--- config.mk ---
export PLATFORM = sky130hd
export DESIGN_NAME = crc_retry_seq
export DESIGN_NICKNAME = d
export VERILOG_FILES = /design/src/rtl/crc_retry_pkg.sv /design/src/rtl/crc_retry_rsp_class.sv /design/src/rtl/crc_retry_counter.sv /design/src/rtl/crc_retry_pacer.sv /design/src/rtl/crc_retry_poll_frame.sv /design/src/rtl/crc_retry_seq.sv
export SDC_FILE = /design/constraint.sdc
export NUM_CORES = 1
export LEC_CHECK = 0
export CAP_MARGIN = 20
export CORE_ASPECT_RATIO = 1.1
export CORE_UTILIZATION = 30
export DETAILED_ROUTE_END_ITERATION = 10
export HOLD_SLACK_MARGIN = 0.06
export SETUP_SLACK_MARGIN = 0.1
export SYNTH_ARGS = -nofsm -noshare
export SYNTH_HDL_FRONTEND = slang
export SYNTH_HIERARCHICAL = 1
export SYNTH_SLANG_ARGS = --single-unit
export TNS_END_PERCENT = 10
--- constraint.sdc ---
create_clock -name clk -period 2.55 [get_ports clk]
set_input_delay 0.6375 -clock clk [delete_from_list [all_inputs] [get_ports clk]]
set_output_delay 0.6375 -clock clk [all_outputs]
set_load 0.05 [all_outputs]
--- src/rtl/crc_retry_pkg.sv ---
package crc_retry_pkg;

  typedef enum logic [2:0] {
    ST_OK      = 3'd0,
    ST_IO_ERR  = 3'd1,
    ST_TIMEOUT = 3'd2,
    ST_SLV_ERR = 3'd3
  } status_e;

  typedef enum logic [2:0] {
    RC_NONE,
    RC_ACK,
    RC_BUSY,
    RC_SLVERR,
    RC_CMDCRC,
    RC_BADCRC,
    RC_TIMEOUT
  } rsp_class_e;

  typedef enum logic [2:0] {
    S_IDLE,
    S_SEND,
    S_WAIT,
    S_EZERO,
    S_POLL,
    S_PRIME,
    S_PACE,
    S_FIN
  } seq_state_e;

  localparam logic [1:0] TAG_ACK    = 2'd0;
  localparam logic [1:0] TAG_BUSY   = 2'd1;
  localparam logic [1:0] TAG_ERR    = 2'd2;
  localparam logic [1:0] TAG_CMDCRC = 2'd3;

  localparam logic [2:0] POLL_OPCODE = 3'b011;

endpackage

--- src/rtl/crc_retry_rsp_class.sv ---
module crc_retry_rsp_class
  import crc_retry_pkg::*;
(
  input  logic       valid,
  input  logic [1:0] tag,
  input  logic       crc_ok,
  input  logic       timeout,
  output rsp_class_e cls
);

  // Priority: timeout, then bad CRC, then the tag itself.
  always_comb begin
    if (!valid) begin
      cls = RC_NONE;
    end else if (timeout) begin
      cls = RC_TIMEOUT;
    end else if (!crc_ok) begin
      cls = RC_BADCRC;
    end else begin
      case (tag)
        TAG_ACK:  cls = RC_ACK;
        TAG_BUSY: cls = RC_BUSY;
        TAG_ERR:  cls = RC_SLVERR;
        default:  cls = RC_CMDCRC;
      endcase
    end
  end

endmodule

--- src/rtl/crc_retry_counter.sv ---
module crc_retry_counter #(
  parameter  int LIMIT = 10,
  localparam int W     = $clog2(LIMIT + 1)
) (
  input  logic         clk,
  input  logic         rst,
  input  logic         clr,
  input  logic         inc,
  output logic [W-1:0] count,
  output logic         at_limit
);

  always_ff @(posedge clk) begin
    if (rst || clr) begin
      count <= '0;
    end else if (inc && (count != W'(LIMIT))) begin
      count <= count + 1'b1;
    end
  end

  assign at_limit = (count == W'(LIMIT));

endmodule

--- src/rtl/crc_retry_pacer.sv ---
module crc_retry_pacer #(
  parameter  int CYCLES = 2500,
  localparam int W      = $clog2(CYCLES + 1)
) (
  input  logic clk,
  input  logic rst,
  input  logic load,
  output logic expired
);

  logic [W-1:0] remain;

  always_ff @(posedge clk) begin
    if (rst) begin
      remain <= '0;
    end else if (load) begin
      remain <= W'(CYCLES - 1);
    end else if (remain != '0) begin
      remain <= remain - 1'b1;
    end
  end

  assign expired = (remain == '0);

endmodule

--- src/rtl/crc_retry_poll_frame.sv ---
module crc_retry_poll_frame
  import crc_retry_pkg::*;
#(
  parameter int FRAME_W = 24,
  parameter int SID_W   = 2
) (
  input  logic [SID_W-1:0]   slave,
  output logic [FRAME_W-1:0] frame
);

  localparam int POLL_W = SID_W + 3;

  generate
    if (FRAME_W >= POLL_W) begin : g_fit
      assign frame = FRAME_W'({slave, POLL_OPCODE});
    end else begin : g_trunc
      logic [POLL_W-1:0] full;
      assign full  = {slave, POLL_OPCODE};
      assign frame = full[FRAME_W-1:0];
    end
  endgenerate

endmodule

--- src/rtl/crc_retry_seq.sv ---
module crc_retry_seq
  import crc_retry_pkg::*;
#(
  parameter  int FRAME_W     = 24,
  parameter  int SID_W       = 2,
  parameter  int MAX_SENDS   = 10,
  parameter  int MAX_POLLS   = 11,
  parameter  int EPOLL_ZEROS = 50,
  parameter  int PRIME_ZEROS = 16,
  parameter  int PACE_CYCLES = 2500,
  localparam int ZMAX        = (EPOLL_ZEROS > PRIME_ZEROS) ? EPOLL_ZEROS : PRIME_ZEROS,
  localparam int ZW          = $clog2(ZMAX + 1)
) (
  input  logic               clk,
  input  logic               rst,
  input  logic               req_valid,
  input  logic [FRAME_W-1:0] req_frame,
  input  logic [SID_W-1:0]   req_slave,
  input  logic               rsp_valid,
  input  logic [1:0]         rsp_tag,
  input  logic               rsp_crc_ok,
  input  logic               rsp_timeout,
  output logic               tx_valid,
  output logic [FRAME_W-1:0] tx_frame,
  output logic               tx_poll,
  output logic               idle_valid,
  output logic [ZW-1:0]      idle_count,
  output logic               done,
  output logic [2:0]         status
);

  localparam int SEND_W = $clog2(MAX_SENDS + 1);
  localparam int POLL_W = $clog2(MAX_POLLS + 1);

  seq_state_e         state;
  logic [FRAME_W-1:0] cmd_q;
  logic [SID_W-1:0]   slave_q;
  logic               resend_q;
  status_e            result_q;

  rsp_class_e         cls;
  logic [FRAME_W-1:0] poll_frame;
  logic [SEND_W-1:0]  send_cnt;
  logic [POLL_W-1:0]  poll_cnt;
  logic               sends_spent;
  logic               polls_spent;
  logic               pace_done;

  logic accept;
  logic send_clr, send_inc, poll_clr, poll_inc, pace_load;

  assign accept    = (state == S_IDLE) && req_valid;
  assign send_clr  = accept;
  assign send_inc  = (state == S_SEND);
  assign poll_clr  = accept || (state == S_SEND);
  assign poll_inc  = (state == S_POLL);
  assign pace_load = (state == S_PRIME) && resend_q;

  crc_retry_rsp_class u_class (
    .valid   (rsp_valid && (state == S_WAIT)),
    .tag     (rsp_tag),
    .crc_ok  (rsp_crc_ok),
    .timeout (rsp_timeout),
    .cls     (cls)
  );

  crc_retry_poll_frame #(
    .FRAME_W (FRAME_W),
    .SID_W   (SID_W)
  ) u_poll (
    .slave (slave_q),
    .frame (poll_frame)
  );

  crc_retry_counter #(.LIMIT(MAX_SENDS)) u_send_budget (
    .clk      (clk),
    .rst      (rst),
    .clr      (send_clr),
    .inc      (send_inc),
    .count    (send_cnt),
    .at_limit (sends_spent)
  );

  crc_retry_counter #(.LIMIT(MAX_POLLS)) u_poll_budget (
    .clk      (clk),
    .rst      (rst),
    .clr      (poll_clr),
    .inc      (poll_inc),
    .count    (poll_cnt),
    .at_limit (polls_spent)
  );

  crc_retry_pacer #(.CYCLES(PACE_CYCLES)) u_pacer (
    .clk     (clk),
    .rst     (rst),
    .load    (pace_load),
    .expired (pace_done)
  );

  always_ff @(posedge clk) begin
    if (rst) begin
      state      <= S_IDLE;
      cmd_q      <= '0;
      slave_q    <= '0;
      resend_q   <= 1'b0;
      result_q   <= ST_OK;
      tx_valid   <= 1'b0;
      tx_frame   <= '0;
      tx_poll    <= 1'b0;
      idle_valid <= 1'b0;
      idle_count <= '0;
      done       <= 1'b0;
      status     <= ST_OK;
    end else begin
      tx_valid   <= 1'b0;
      idle_valid <= 1'b0;
      done       <= 1'b0;
      case (state)
        S_IDLE: begin
          if (accept) begin
            cmd_q   <= req_frame;
            slave_q <= req_slave;
            state   <= S_SEND;
          end
        end
        S_SEND: begin
          tx_valid <= 1'b1;
          tx_frame <= cmd_q;
          tx_poll  <= 1'b0;
          state    <= S_WAIT;
        end
        S_WAIT: begin
          case (cls)
            RC_TIMEOUT: begin
              result_q <= ST_TIMEOUT;
              resend_q <= 1'b0;
              state    <= S_PRIME;
            end
            RC_BADCRC: begin
              if (polls_spent) begin
                result_q <= ST_IO_ERR;
                resend_q <= 1'b0;
                state    <= S_PRIME;
              end else begin
                state <= S_EZERO;
              end
            end
            RC_ACK: begin
              result_q <= ST_OK;
              resend_q <= 1'b0;
              state    <= S_PRIME;
            end
            RC_SLVERR: begin
              result_q <= ST_SLV_ERR;
              resend_q <= 1'b0;
              state    <= S_PRIME;
            end
            RC_CMDCRC: begin
              if (sends_spent) begin
                result_q <= ST_IO_ERR;
                resend_q <= 1'b0;
              end else begin
                resend_q <= 1'b1;
              end
              state <= S_PRIME;
            end
            default: ;
          endcase
        end
        S_EZERO: begin
          idle_valid <= 1'b1;
          idle_count <= ZW'(EPOLL_ZEROS);
          state      <= S_POLL;
        end
        S_POLL: begin
          tx_valid <= 1'b1;
          tx_frame <= poll_frame;
          tx_poll  <= 1'b1;
          state    <= S_WAIT;
        end
        S_PRIME: begin
          idle_valid <= 1'b1;
          idle_count <= ZW'(PRIME_ZEROS);
          resend_q   <= 1'b0;
          state      <= resend_q ? S_PACE : S_FIN;
        end
        S_PACE: begin
          if (pace_done) state <= S_SEND;
        end
        S_FIN: begin
          done   <= 1'b1;
          status <= result_q;
          state  <= S_IDLE;
        end
        default: state <= S_IDLE;
      endcase
    end
  end

endmodule

* Yosys cells after proc, flatten, opt, wreduce, memory -nomap -nowiden *
Index checks and enable logic that the tools add are counted.

storage, ports and cells
  register bits = 90
  output and inout bits = 37
  word-level logic and storage cells = 95

cells by class
  add/sub/neg operators = 3
  equal/unequal tests = 25
  multiplexer cells = 25
  reduce and logical (&&, ||, !) cells = 26

operators by type and width
  cell                                                                   number
  24-bit case mux with 2 select lines                                    1
  12-bit 2-to-1 mux                                                      2
  3-bit 2-to-1 mux                                                       8
  3-bit equality test, second input constant                             7
  3-bit case mux with 7 select lines                                     1
  3-bit case mux with 5 select lines                                     1
  12-bit zero test                                                       1
  6-bit case mux with 2 select lines                                     1
  12-bit nonzero test                                                    1
  12-bit by 1-bit subtractor with 12-bit output, second input constant   1
  3-bit by 2-bit equality test with 1-bit output, second input constant  3
  3-bit case mux with 3 select lines                                     1
  4-bit by 1-bit adder with 4-bit output, second input constant          2
  4-bit equality test, second input constant                             2
  2-bit != test, second input constant                                   4
  4-bit != test, second input constant                                   2
  2-bit nonzero test                                                     4
  3-bit by 1-bit equality test with 1-bit output, second input constant  2
  1-bit 2-to-1 mux                                                       6
  3-bit case mux with 2 select lines                                     1
  3-bit AND reduction                                                    2
  2-bit OR reduction                                                     3
  1-bit logical AND                                                      5
  5-bit nonzero test                                                     1
  other kinds (14)                                                       17

* Longest topological paths before layout *
Gate-level depths: netlist (run 1).

  depth after elaboration = 9
  mapped depth = 10

* Cells and area by module *
Netlist (run 1), hierarchy kept.

modules (own cells, without submodules)
  module                              times used  cells an instance  area each (µm²)  sequential area each (µm²)
  crc_retry_seq                       1           315                2696.3           1281.2
  crc_retry_pacer                     1           72                 656.9            240.2
  crc_retry_counter at u_send_budget  1           23                 217.7            80.1
  crc_retry_counter at u_poll_budget  1           22                 216.5            80.1
  crc_retry_poll_frame                1           26                 187.7            0.0
  crc_retry_rsp_class                 1           12                 87.6             0.0

* Worst setup path before layout (run 1) *
Ideal clock, no wire load.

  path kind = flip-flop to flip-flop
  from = register state[2]
  to = register state[2]
  library setup time = 148 ps
  arrival = 2021 ps
  required time = 2402 ps
  slack = 381 ps
  stages on the path, launching flop included = 10
  buffers on the path = 2
  clock period less this slack = 2169 ps
  cell sequence = dfxtp_1 > buf_2 > nor3b_1 > and2_1 > nand2b_1 > a21oi_1 > clkbuf_1 > xor2_1 > o311ai_0 > a221oi_1

between the ends
  cells in the longest elaborated chain, start to end = 7
  elaborated cells between the ends (all ways) = 24

RTL lines
  item                                                                                            RTL line                   source
  from (decl)                                                                                     crc_retry_seq.sv:35        seq_state_e state;
  from (signal assigned)                                                                          crc_retry_seq.sv:185       state <= resend_q ? S_PACE : S_FIN;
  3-bit by 2-bit equality test with 1-bit output *                                                crc_retry_seq.sv:60        .valid (rsp_valid && (state == S_WAIT)),
  1-bit logical AND *                                                                             crc_retry_seq.sv:60
  3-bit 2-to-1 mux *                                                                              crc_retry_rsp_class.sv:13  if (!valid) begin
  named net cls[0]                                                                                crc_retry_seq.sv:41        rsp_class_e cls;
  3-bit equality test, or another cell as far along                                               crc_retry_seq.sv:133       case (cls)
  4-bit OR reduction (no source line)                                                             n/a
  3-bit case mux with 2 select lines or 3-bit by 2-bit != test with 1-bit output (tied branches)  n/a
  3-bit case mux with 7 select lines or 3-bit AND reduction (tied branches)                       n/a

Mark *: on every way through the listed nets, which the timed path passes. The rest lies on a longest branch.
A chain may end at the register's enable or synchronous reset.

* Final worst setup path (run 1) *
  from = input port rsp_tag[1]
  to = register result_q[0]

between the ends
  cells in the longest elaborated chain, start to end = 8
  elaborated cells between the ends (all ways) = 17

RTL lines
  item                                                                  RTL line                   source
  from (decl)                                                           crc_retry_seq.sv:20        input logic [1:0] rsp_tag,
  2-bit equality test, or another cell as far along                     crc_retry_rsp_class.sv:20  case (tag)
  3-bit case mux with 3 select lines *                                  crc_retry_rsp_class.sv:20
  3-bit 2-to-1 mux *                                                    crc_retry_rsp_class.sv:17  end else if (!crc_ok) begin
  3-bit 2-to-1 mux *                                                    crc_retry_rsp_class.sv:15  end else if (timeout) begin
  3-bit 2-to-1 mux *                                                    crc_retry_rsp_class.sv:13
  named net cls[0]                                                      crc_retry_seq.sv:41
  3-bit equality test, or another cell as far along                     crc_retry_seq.sv:133
  5-bit nonzero test (no source line) or 2-bit != test (tied branches)  n/a
  4-bit AND reduction (no source line)                                  n/a
  to (signal assigned)                                                  crc_retry_seq.sv:135       result_q <= ST_TIMEOUT;
  to (signal assigned)                                                  crc_retry_seq.sv:141       result_q <= ST_IO_ERR;
  to (signal assigned)                                                  crc_retry_seq.sv:149       result_q <= ST_OK;
  to (decl)                                                             crc_retry_seq.sv:39        status_e result_q;

Marked as above.

==> impl_results.md, run 1 <==
- Status: finished clean
- H-Tree Depth: 3
- Io pins: 71
- Nets@finish: 574
- Antenna Cells: 0
- Synth cell types: 63
- Startpoint types: primary input
- Synth warn: 6
- DIE AREA: 14,000 um^2
- Asr flop ratio synth: 0
- Share of layout cells above drive strength 1: 0.0970
- Min Clock Period, post-route: 2280 ps
- Final cell count without fillers: 697
- Remaining Overflow, GRT: 0
- CP max stage delay: 460 ps
- Synthesized area per cell: 8.64 um^2
- Clock sink total: 84
- Ys flop type: dfxtp_1
- Worst path arrival time: 2480 ps
- FF/Latch Area: 1680 um^2
- Worst Path Max Fanout: 3
- Setup TNS: 0 ps
- Least-Margin Pin Slew: 610 ps
- Fmax: 438 MHz
- #FFs+latches synth: 84
- Die height: 124 um
- Maximum root-to-sink buffer count: 2
- Rel. slew slack: 0.593
- Max-cap violations: 0
- Fill cells: 1,342
- Initial antenna violation count: 0
- Area added between synthesis and finish: 25.7%
- Commonest non-fill, non-tap cell in the layout: dfxtp_1
- Routed Antenna Nets: 0
- Power Total: 0.00426 W
- Core area: 13,200 um^2
- Post-DP HPWL: 6.19 mm
- Adder-cell share of the synthesized area: 0.0246
- Global placer's final weighted congestion: 0.785
- Worst setup EP type: flop
- Die W: 113 um
- Fin crit share: 0.894
- TritonCTS Buffers: 9
- Clock Pin Slew Worst Setup and Hold Paths: 60 ps
- Vias per inst: 4.71
- Post-CTS setup buffer count: 0
- Placed cells: 682
- Via count: 3,285
- Crit path top cell by count: a21oi_1
- Final hold vios: 0
- Worst Reg-to-Reg Cells: 9
- Total Routing Usage GR: 0.133
- Clock root buffer: clkbuf_16
- Compound-cell area share of the yosys netlist: 0.163
- TritonRoute pass-1 iters: 4
- Number of synthesized flops with an enable pin: 0
- Endpoints failing setup: 0
- First-pass GRT wire length: 14.7 mm
- Drt first-iter violations: 121
- Peak VDD IR: 392 uV
- Largest net degree at the start of global routing: 60
- Synth Area in XOR/XNOR: 0.0129
- Final wirelength: 8.86 mm
- Crit-path slowest cell: clkdlybuf4s50_1
- Final Max Slew Viols: 0
- Rows: 44
- Seq/Total Area, Yosys: 0.414
- Worst endpoint required time: 2750 ps
- Number of global-route vias before repair: 3,199
- Static Leakage: 2.00 nW
- Simple-gate share of the synthesized area: 0.217
- Final instance area: 5100 um^2
- Fin Hold WS: 452 ps
- Initial Util: 0.307
- Hold_buf cts: 0
- Worst Hold Class: reg -> reg
- Largest family of logic cells by synthesized area: simple AND/OR/NAND/NOR gates
- Resize count post-CTS: 0
- Proportion of synthesized area in mux cells: 0.0644
- CP Cell Sequence: clkdlybuf4s50_1, ha_1, o21bai_1, a21oi_1, mux2_2, and3_1, o21ai_0, a21oi_1
- Placement Cell Area: 4800 um^2
- DRC: 0
- Netlist Area Pre-Place: 4060 um^2
- Power Dens Cells: 835 nW/um^2
- Wire length per cell: 12.7 um
- Clock latency on the worst-skew pair: 330 ps
- Hold Path Depth: 2
- Commonest non-fill, non-tap cells in the layout: dfxtp_1 (84), nand2_1 (69), clkdlybuf4s50_1 (65)
- CTS tree: yes
- IO buf count: 66
- Final setup skew: 7.89 ps
- Multi-input logic area: 2060 um^2
- RSZ-0062 raised after global routing: no
- Critical setup path kind: in -> reg
- Mapped Cells: 470
[layout make-up]
cell class	instances	share of cell area
flip-flops and latches	84	0.329
well taps	161	0.0395
multi-input cells	339	0.404
clock inverters	1	0.00588
clock buffers	14	0.0537
repair buffers	81	0.155
inverters	17	0.0125
[sequential cells by signal, indices dropped and copies added (netlist names), 2 cells and up]
name	count
result_q	2
state	3
u_pacer/remain	12
idle_count	2
slave_q	2
tx_frame	24
u_send_budget/count	4
cmd_q	24
u_poll_budget/count	4
status	2
[final timing paths]
| check | to | slack [ps] | start |
|---|---|---|---|
| setup / recovery | result_q[0]$_SDFFE_PP0P_ | 270 | rsp_tag[1] |
| hold / removal | cmd_q[1]$_SDFFE_PP0P_ | 450 | cmd_q[1]$_SDFFE_PP0P_ |
| setup reg to reg | state[0]$_SDFFE_PP0P_ | 460 | u_pacer/remain[0]$_SDFFE_PP0P_ |
| hold reg to reg | cmd_q[1]$_SDFFE_PP0P_ | 450 | cmd_q[1]$_SDFFE_PP0P_ |
[Yosys cell counts (4+ instances only)]
master	number	area, um^2
clkbuf_1	13	48.8
dfxtp_1	84	1680
xor2_1	5	43.8
nand2b_1	5	31.3
a211oi_1	25	188
nor3_1	8	40.0
nand3_1	8	40.0
inv_2	4	15.0
a21oi_1	51	255
o21ai_0	10	50.1
or3_1	4	25.0
nor2b_1	5	31.3
buf_2	6	30.0
mux2i_1	25	250
buf_4	29	218
nand4_1	4	25.0
inv_1	13	48.8
nor2_1	38	143
nand2_1	69	259
ha_1	8	100
[cell families after synthesis]
family	Yosys count
fa+ha+maj	8
simple gates	167
flops	84
other cells	3
compound gates	106
mux	26
xor+xnor	6
buf+inv	70
[routing by layer]
layer | part of all wire | vias to the layer above | track usage
met5 | 0 | - | 0
met4 | 0.018 | 0 | 0.0617
met1 | 0.43 | 1497 | 0.154
li1 | - | 1696 | -
met2 | 0.48 | 81 | 0.226
met3 | 0.065 | 11 | 0.0404
[metrics by stage]
step | setup WS, ps | utilization
floorplan | 381 | -
global placement | -6.22 | 0.363
detailed placement | -100 | 0.363
CTS | 253 | 0.386
global route | 146 | 0.386
finish | 269 | 0.386
[power breakdown]
part	total (W)	switching, W	internal, W
clock network	0.00132	0.000486	0.000834
logic	0.00129	0.000739	0.000551
registers	0.00165	0.000167	0.00148
[critical path, delay by kind of cell]
kind                       cells  cell delay, ps
AOI/OAI and AO/OA              4             630
and+or+nand+nor                1             170
muxes                          1             360
adders and majority gates      1             220
buffers and inverters          1             460
(Power assumes the default switching activity.)
==> run 2, diff against run 1 <==
==> constraint.sdc (replaced) <==
create_clock -name clk -period 2.55 [get_ports clk]
set_input_delay 0.6375 -clock clk [delete_from_list [all_inputs] [get_ports clk]]
set_output_delay 0.6375 -clock clk [all_outputs]
set_load 0.005 [all_outputs]
==> results of run 2 <==
Same layout as run 1 (identical final DEF). Status: finished clean.
Among the figures that moved: total power 0.00426 W -> 0.00413 W; worst IR drop on VDD 392 uV -> 388 uV
==> run 3, diff against run 2 <==
TNS_END_PERCENT = default   (was 10)
==> results of run 3 <==
Same layout as run 1 (identical final DEF). Status: finished clean.
Among the figures that moved: total power 0.00426 W -> 0.00413 W; worst IR drop on VDD 392 uV -> 388 uV
